$ cat src/rtl/wdt_pkg.sv
package wdt_pkg;
    localparam int CNT_W  = 8;
    localparam int SEL_W  = 3;
    localparam int ADDR_W = 2;
    localparam int NUM_TICKS = 1 << SEL_W;

    localparam logic [ADDR_W-1:0] ADDR_CSR = 2'd0;
    localparam logic [ADDR_W-1:0] ADDR_CNT = 2'd1;
    localparam logic [ADDR_W-1:0] ADDR_SEL = 2'd2;

    localparam int CSR_EN_BIT   = 7;
    localparam int CSR_INH_BIT  = 1;
    localparam int CSR_FLAG_BIT = 0;

    typedef struct packed {
        logic [CNT_W-1:0] cnt;
        logic [SEL_W-1:0] sel;
        logic             en;
        logic             flag;
    } wdt_state_t;
endpackage

$ cat src/rtl/wdt_tick_mux.sv
module wdt_tick_mux #(
    parameter int SEL_W = 3,
    localparam int N = 1 << SEL_W
) (
    input  logic [N-1:0]     tick_in,
    input  logic [SEL_W-1:0] sel,
    output logic             tick_o
);
    logic [N-1:0] hit;
    for (genvar i = 0; i < N; i++) begin : g_sel
        assign hit[i] = tick_in[i] && (sel == SEL_W'(i));
    end
    assign tick_o = |hit;
endmodule

$ cat src/rtl/wdt_rst_pulse.sv
module wdt_rst_pulse #(
    parameter int PULSE_CYC = 4,
    localparam int PW = $clog2(PULSE_CYC + 1)
) (
    input  logic clk,
    input  logic rst_n,
    input  logic start,
    output logic pulse_o
);
    logic [PW-1:0] left_d, left_q;

    always_comb begin
        left_d = left_q;
        if (start)
            left_d = PW'(PULSE_CYC);
        else if (left_q != '0)
            left_d = left_q - 1'b1;
    end

    always_ff @(posedge clk or negedge rst_n) begin
        if (!rst_n) left_q <= '0;
        else        left_q <= left_d;
    end

    assign pulse_o = (left_q != '0);


    pulse_start_chk: assert property (@(posedge clk) disable iff (!rst_n)
        start |=> pulse_o);

    pulse_end_chk: assert property (@(posedge clk) disable iff (!rst_n)
        (left_q == PW'(1) && !start) |=> !pulse_o);
endmodule

$ cat src/rtl/wdt_top.sv
module wdt_top
    import wdt_pkg::*;
#(
    parameter int PULSE_CYC = 4
) (
    input  logic                 clk,
    input  logic                 rst_n,
    input  logic [ADDR_W-1:0]    bus_addr,
    input  logic                 bus_we,
    input  logic [CNT_W-1:0]     bus_wdata,
    output logic [CNT_W-1:0]     bus_rdata,
    input  logic [NUM_TICKS-1:0] tick_in,
    output logic                 chip_rst_o
);
    wdt_state_t state_d, state_q;
    logic sel_tick, in_pulse, cnt_wr, ovf, guard_clr;

    wdt_tick_mux #(.SEL_W(SEL_W)) u_mux (
        .tick_in(tick_in), .sel(state_q.sel), .tick_o(sel_tick));

    wdt_rst_pulse #(.PULSE_CYC(PULSE_CYC)) u_pulse (
        .clk(clk), .rst_n(rst_n), .start(ovf), .pulse_o(in_pulse));

    assign chip_rst_o = in_pulse;

    always_comb begin
        state_d   = state_q;
        cnt_wr    = bus_we && (bus_addr == ADDR_CNT) && !in_pulse;
        ovf       = !cnt_wr && !in_pulse && sel_tick && (state_q.cnt == '1);
        guard_clr = 1'b0;
        if (in_pulse) begin
            state_d.cnt = '0;
            state_d.sel = '1;
            state_d.en  = 1'b0;
        end else begin
            if (cnt_wr)
                state_d.cnt = bus_wdata;
            else if (sel_tick)
                state_d.cnt = state_q.cnt + 1'b1;
            if (bus_we && bus_addr == ADDR_CSR) begin
                state_d.en = bus_wdata[CSR_EN_BIT];
                guard_clr  = state_q.en && !bus_wdata[CSR_INH_BIT]
                             && !bus_wdata[CSR_FLAG_BIT];
                if (guard_clr) state_d.flag = 1'b0;
            end
            if (bus_we && bus_addr == ADDR_SEL)
                state_d.sel = bus_wdata[SEL_W-1:0];
        end
        if (ovf) state_d.flag = 1'b1;
    end

    always_ff @(posedge clk or negedge rst_n) begin
        if (!rst_n) state_q <= '{cnt: '0, sel: '1, en: 1'b0, flag: 1'b0};
        else        state_q <= state_d;
    end

    always_comb begin
        bus_rdata = '0;
        case (bus_addr)
            ADDR_CSR: begin
                bus_rdata[CSR_EN_BIT]   = state_q.en;
                bus_rdata[CSR_INH_BIT]  = 1'b1;
                bus_rdata[CSR_FLAG_BIT] = state_q.flag;
            end
            ADDR_CNT: bus_rdata = state_q.cnt;
            ADDR_SEL: bus_rdata = {{(CNT_W-SEL_W){1'b1}}, state_q.sel};
            default:  bus_rdata = '0;
        endcase
    end


    cnt_load_chk: assert property (@(posedge clk) disable iff (!rst_n)
        cnt_wr |=> state_q.cnt == $past(bus_wdata));

    flag_set_chk: assert property (@(posedge clk) disable iff (!rst_n)
        ovf |=> (state_q.flag && chip_rst_o));

    flag_clear_chk: assert property (@(posedge clk) disable iff (!rst_n)
        $fell(state_q.flag) |-> $past(bus_we && bus_addr == ADDR_CSR
            && bus_wdata[1:0] == 2'b00 && state_q.en && !chip_rst_o));

    pulse_hold_chk: assert property (@(posedge clk) disable iff (!rst_n)
        chip_rst_o |=> (state_q.cnt == '0 && !state_q.en));

    sel_rsvd_chk: assert property (@(posedge clk) disable iff (!rst_n)
        (bus_addr == ADDR_SEL) |-> bus_rdata[CNT_W-1:SEL_W] == '1);
endmodule

$ cat config.mk
export PLATFORM = sky130hd
export DESIGN_NAME = wdt_top
export DESIGN_NICKNAME = d
export VERILOG_FILES = /design/src/rtl/wdt_pkg.sv /design/src/rtl/wdt_tick_mux.sv /design/src/rtl/wdt_rst_pulse.sv /design/src/rtl/wdt_top.sv
export SDC_FILE = /design/constraint.sdc
export NUM_CORES = 1
export LEC_CHECK = 0
export BUFFER_PORTS_ARGS = -buffer_cell sky130_fd_sc_hd__buf_2
export CAP_MARGIN = 40
export CORE_MARGIN = 3
export CORE_UTILIZATION = 30
export DETAILED_ROUTE_END_ITERATION = 7
export GPL_ROUTABILITY_DRIVEN = 0
export PLACE_DENSITY = 0.59
export SETUP_SLACK_MARGIN = 0.3
export SYNTH_ARGS = -nofsm -noshare
export SYNTH_HDL_FRONTEND = slang
export SYNTH_SLANG_ARGS = --single-unit
$ cat constraint.sdc
create_clock -name clk -period 1.5 [get_ports clk]
set_input_delay 0.075 -clock clk [delete_from_list [all_inputs] [get_ports clk]]
set_output_delay 0.075 -clock clk [all_outputs]
set_load 0.01 [all_outputs]
==> results of run 1 <==
per-layer routing:
| layer | wire, um | part of all wire |
|---|---|---|
| met3 | 138 | 0.043 |
| met5 | 0 | 0 |
| met1 | 1300 | 0.41 |
| met2 | 1720 | 0.54 |
| met4 | 37 | 0.012 |
final timing paths:
check / to / depth (start not counted)
min in group asynchronous: state_q[10] / 2
setup / recovery: state_q[10] / 6
max in group asynchronous: state_q[2] / 2
setup reg to reg: state_q[10] / 6
hold reg to reg: state_q[1] / 2
hold / removal: state_q[4] / 3
through the flow:
stage	area, um2	instances
6_report	1650	224
5_1_grt	1650	224
4_1_cts	1550	219
3_5_place_dp	1390	209
3_3_place_gp	1390	209
2_1_floorplan	1140	130
cells by family after synthesis:
group,count (synthesis),share of synthesized area
DFF,16,0.358
and+or+nand+nor,51,0.230
xor gates and xnor gates,7,0.0543
adders and majority gates,7,0.0775
muxes,5,0.0487
AOI/OAI and AO/OA,31,0.185
buffers and inverters,13,0.0465
timing repair:
| action | 4_1_cts | 5_1_grt |
|---|---|---|
| resized for setup | 16 | 11 |
| endpoints found under the hold margin | 13 | 0 |
| hold buffers | 1 | 0 |
| endpoints found under the setup margin | 20 | 21 |
| pin swaps | 7 | 6 |
| gates cloned | 0 | 0 |
| setup buffers | 5 | 5 |
sequential cells by signal (all words and copies together), names as in the netlist:
name and flops:
state_q 13, u_pulse.left_q 3
worst max-delay path: stages, from the launching register on:
cell,delay (ns)
dfstp_2,0.62
mux2_4,0.33
a2bb2oi_4,0.19
buf_12,0.14
nand4_1,0.08
xor2_1,0.16
a21oi_1,0.08
power by group through the flow:
stage / Clock (mW) / Combinational, mW / Sequential, mW
floorplan: 0 / 0.439 / 0.569
global placement: 0 / 0.629 / 0.582
detailed placement: 0 / 0.650 / 0.586
CTS: 0.399 / 0.824 / 0.588
global route: 0.413 / 1.03 / 0.600
finish: 0.386 / 0.933 / 0.591
layout make-up:
| cell class | instances | area [um2] |
|---|---|---|
| fill | 334 | 1820 |
| multi-input combinational | 101 | 746 |
| sequential | 16 | 404 |
| timing repair buffer | 51 | 358 |
| tap | 46 | 57.6 |
| clock buffer | 4 | 55.1 |
| inverter | 6 | 25.0 |
cell usage in the layout (no fill, tap or decap), drive strengths merged, types with 3 or more instances in the layout:
cell type,count
o21ai,9
dfstp,3
nor2b,8
nand4,4
nor2,5
inv,6
nand2,16
a21oi,14
dfrtp,13
mux2i,4
buf,50
nand3,10
ha,7
clkbuf,4
xor2,6
==> metrics, run 1 <==
status complete, but fails checks; failing checks setup timing; setup_tns -2.04 ns; TritonRoute pass-1 iters 4; clk_skew 0.00136 ns; Die Area 4540 um2; vias in the first global route 1,094; fmax 0.580 GHz; Top FF cell, synth dfrtp_1; Synth Warn # 0; initial antenna violation count 0; Ant. Diodes 0; Worst Hold Launch bus_wdata[2]; die height 67.4 um; Net Sw Frac 0.344; count leader, synth nand2_1; r2r setup slk -0.22 ns; Congestion Overflow GR 0; Core Region 3470 um2; H-tree Lvls 1; vias 1,117; worst-margin pin slew 0.365 ns; min Tclk post-route 1.72 ns; Setup crit end kind flip-flop; P_sw 658 uW; # DRC 0; Worst EP required 1.64 ns; TritonCTS buffer count 3; post-synthesis cell area 1130 um2; CTS tree yes; PD cells 1160 nW/um2; first-pass GRT wire length 4960 um; type of origin of the critical path flip-flop; dpl ws -0.184 ns; Total Power Consumption 1.91 mW; Total Wirelength 3190 um; final core occ 0.474; Post-synth EDFFs 0; final worst slack -0.223 ns; routed len/inst 14.2 um; Hold WC Path Type in -> reg; IO buf count 29; clock latency on the worst-skew pair 0.25 ns; GR Util met2 0.256; Rows 21; Clock transition at path regs 0.06 ns; flops & latches, synth 16; Setup crit start state_q[4]; final hold vios 0; CP Max Fanout 6; Initial Utilization 0.326; Synth async-reset ratio 1.00; Leak Pwr 0.785 nW; commonest cells in the netlist nand2_1 (15), a21oi_1 (14), dfrtp_1 (13), nand3_1 (10), o21ai_0 (9); GR Util All Layers 0.145; Root Buffer clkbuf_8; DIE WIDTH 67.4 um; fin. max-slew vios 0; Comb power frac 0.488; R2R Path Start state_q[4]; proportion of netlist area held by the largest area contributor 0.288; routed vias/inst 4.99; largest net degree at the start of global routing 17; GR Util met3 0.0233; Synth cell types 31; ratio of cells with drive above 1 in the final layout 0.438; RSZ-0062 raised after global routing true; met1 usage 0.183; Final setup viols 12; Final Hold Slack 0.0848 ns; slew margin rel. 0.756; CTS sink cnt 16; grt peak-use layer met2; sequential share of the synthesized area 0.358; Synth area leaders dfrtp_1 (29%), ha_1 (7.8%), dfstp_2 (7.0%); Final HPWL DP 2310 um; Top Ports 30; largest area contributor in the netlist dfrtp_1; Internal Power 1.25 mW; Clock Tree Buf Depth 2; Synth Instances 130; Setup CP Type reg -> reg; maximum vdd drop 474 uV; DR iter-0 viols 36; Avg Inst Size Synth 8.69 um2; clock power share 0.202; Layout area overhead 45.6%; fin nets 207; fin crit share 1.15; Worst Path Arrival 1.86 ns; sequential share of power 0.309; post-synth net total 158; max cap viols 0; DRT antenna net count 0
Power figures use the tool's default switching activity.
==> run 2, diff against run 1 <==
Settings changed: CORE_ASPECT_RATIO from default to 2, CTS_BUF_LIST from default to sky130_fd_sc_hd__clkbuf_16.
==> run 2 against run 1 <==
The flow still finishes with violations (setup timing). Clock skew is essentially flat. Die area rose by 0.98%. Maximum frequency grew 3.0%. Via count fell by 2.1%. Sequential power about the same. Worst setup slack better by 0.050 ns. Final cell count down 0.45%. Total power is 8.1% higher. Sequential share of layout area increased by 0.53 points.
==> metrics, run 2 (same netlist as run 1, synthesis figures left out) <==
grt peak-use layer met2; initial antenna violation count 0; fin nets 203; Die Area 4580 um2; Setup crit start state_q[4]; # DRC 0; GR Util All Layers 0.152; PD cells 1280 nW/um2; multi-input logic area 729 um2; P_sw 690 uW; Core Region 3610 um2; most frequent cells in the layout buf_2 (28), nand2_1 (15), dfrtp_1 (13); min Tclk post-route 1.67 ns; routed vias/inst 4.91; Final Hold Slack 0.106 ns; Finished Layout Cells 223; worst-margin pin slew 0.379 ns; Rows 31; final worst slack -0.173 ns; clock power share 0.253; Biggest register state_q; Placed Area 1390 um2; Setup CP Type reg -> reg; clk_skew 0.00183 ns; Worst Path Arrival 1.80 ns; worst reg2reg path depth 5; Largest register FFs 13; CTS tree yes; met1 usage 0.137; Final HPWL DP 2530 um; Final setup viols 12; Total Power Consumption 2.06 mW; Top Ports 30; Internal Power 1.38 mW; Comb power frac 0.460; DR iter-0 viols 20; largest net degree at the start of global routing 17; Critical Path Max Stage Delay 0.61 ns; routed len/inst 14.7 um; H-tree Lvls 1; Cell Count Post-Placement 211; fin. max-slew vios 0; Hold WC Path Type in -> reg; final hold vios 0; GR Util met3 0.0306; first-pass GRT wire length 5260 um; CTS sink cnt 16; RSZ-0062 raised after global routing true; IO buf count 29; Critical-path top delay cell dfstp_2; GR Util met2 0.290; Worst EP required 1.63 ns; Clock transition at path regs 0.05 ns; DIE WIDTH 49.4 um; clock latency on the worst-skew pair 0.25 ns; Initial Utilization 0.313; failing checks setup timing; Seq. cell area 404 um2; max cap viols 0; Net Sw Frac 0.334; type of origin of the critical path flip-flop; Total Wirelength 3290 um; Worst Hold Depth 3; R2R Path Start state_q[4]; DRT antenna net count 0; Reg-to-Reg End state_q[10]; Clock Tree Buf Depth 2; Ant. Diodes 0; fin crit share 1.12; Worst Hold Launch bus_wdata[1]; Root Buffer clkbuf_16; maximum vdd drop 620 uV; Leak Pwr 0.775 nW; slew margin rel. 0.747; Layout fillers 366; sequential share of power 0.286; fmax 0.598 GHz; largest registers state_q (13), u_pulse.left_q (3); vias 1,094; commonest non-fill, non-tap cell in the layout buf_2; Hold Path Sink state_q[3]; die height 92.8 um; TritonRoute pass-1 iters 4; vias in the first global route 1,167; Layout area overhead 42.5%; post-route cell area 1610 um2; dpl ws -0.176 ns; TritonCTS buffer count 3; worst-path cell chain mux2_4, a2bb2oi_4, nand4_1, xor2_1, a21oi_1; ratio of cells with drive above 1 in the final layout 0.408; r2r setup slk -0.17 ns; CP Max Fanout 6; Congestion Overflow GR 0; Setup crit end kind flip-flop; status complete, but fails checks
-- run 2: worst max-delay path by stage --
stage | endpoint | slack, ns | depth (start not counted)
2_1_floorplan | state_q[12] | -0.11 | 6
3_3_place_gp | state_q[12] | -0.14 | 5
3_5_place_dp | state_q[12] | -0.18 | 5
4_1_cts | state_q[5] | -0.17 | 5
5_1_grt | state_q[12] | -0.25 | 5
6_report | state_q[10] | -0.17 | 5
-- run 2: repair_timing --
action,CTS,global route
endpoints found under the hold margin,13,0
hold buffers,1,0
setup endpoints to repair,21,24
pin swaps,6,7
gates resized for setup,18,4
buffers inserted,4,3
-- run 2: layout make-up --
type	count	share of cell area
Tap cell	49	0.0381
Clock buffer	3	0.0466
Inverter	6	0.0155
Clock inverter	1	0.00233
Sequential cell	16	0.251
Multi-Input combinational cell	101	0.453
Timing Repair Buffer	47	0.193
-- run 2: metrics by stage --
step | util | setup TNS (ns)
5_1_grt | 0.446 | -2.45
3_5_place_dp | 0.385 | -1.42
6_report | 0.446 | -1.53
2_1_floorplan | - | -0.587
4_1_cts | 0.436 | -1.49
3_3_place_gp | 0.385 | -1.11
-- run 2: per-layer routing --
| layer | vias to the layer above | share of wire | wire length (um) |
|---|---|---|---|
| met5 | - | 0 | 0 |
| met2 | 32 | 0.56 | 1840 |
| li1 | 541 | - | - |
| met3 | 10 | 0.044 | 145 |
| met1 | 511 | 0.36 | 1180 |
| met4 | 0 | 0.039 | 127 |
-- run 2: worst max-delay path, delay by kind of cell (launching register included) --
family | cells | cell delay [ns]
mux | 1 | 0.33
compound gates | 2 | 0.27
flops | 1 | 0.61
xor+xnor | 1 | 0.17
simple gates | 1 | 0.17
-- run 2: power groups by stage --
stage               sequential, mW  combinational, mW  clock [mW]
detailed placement           0.585              0.674           0
CTS                          0.589              0.900       0.527
floorplan                    0.569              0.439           0
global route                 0.602               1.04       0.543
global placement             0.583              0.642           0
finish                       0.591              0.951       0.523
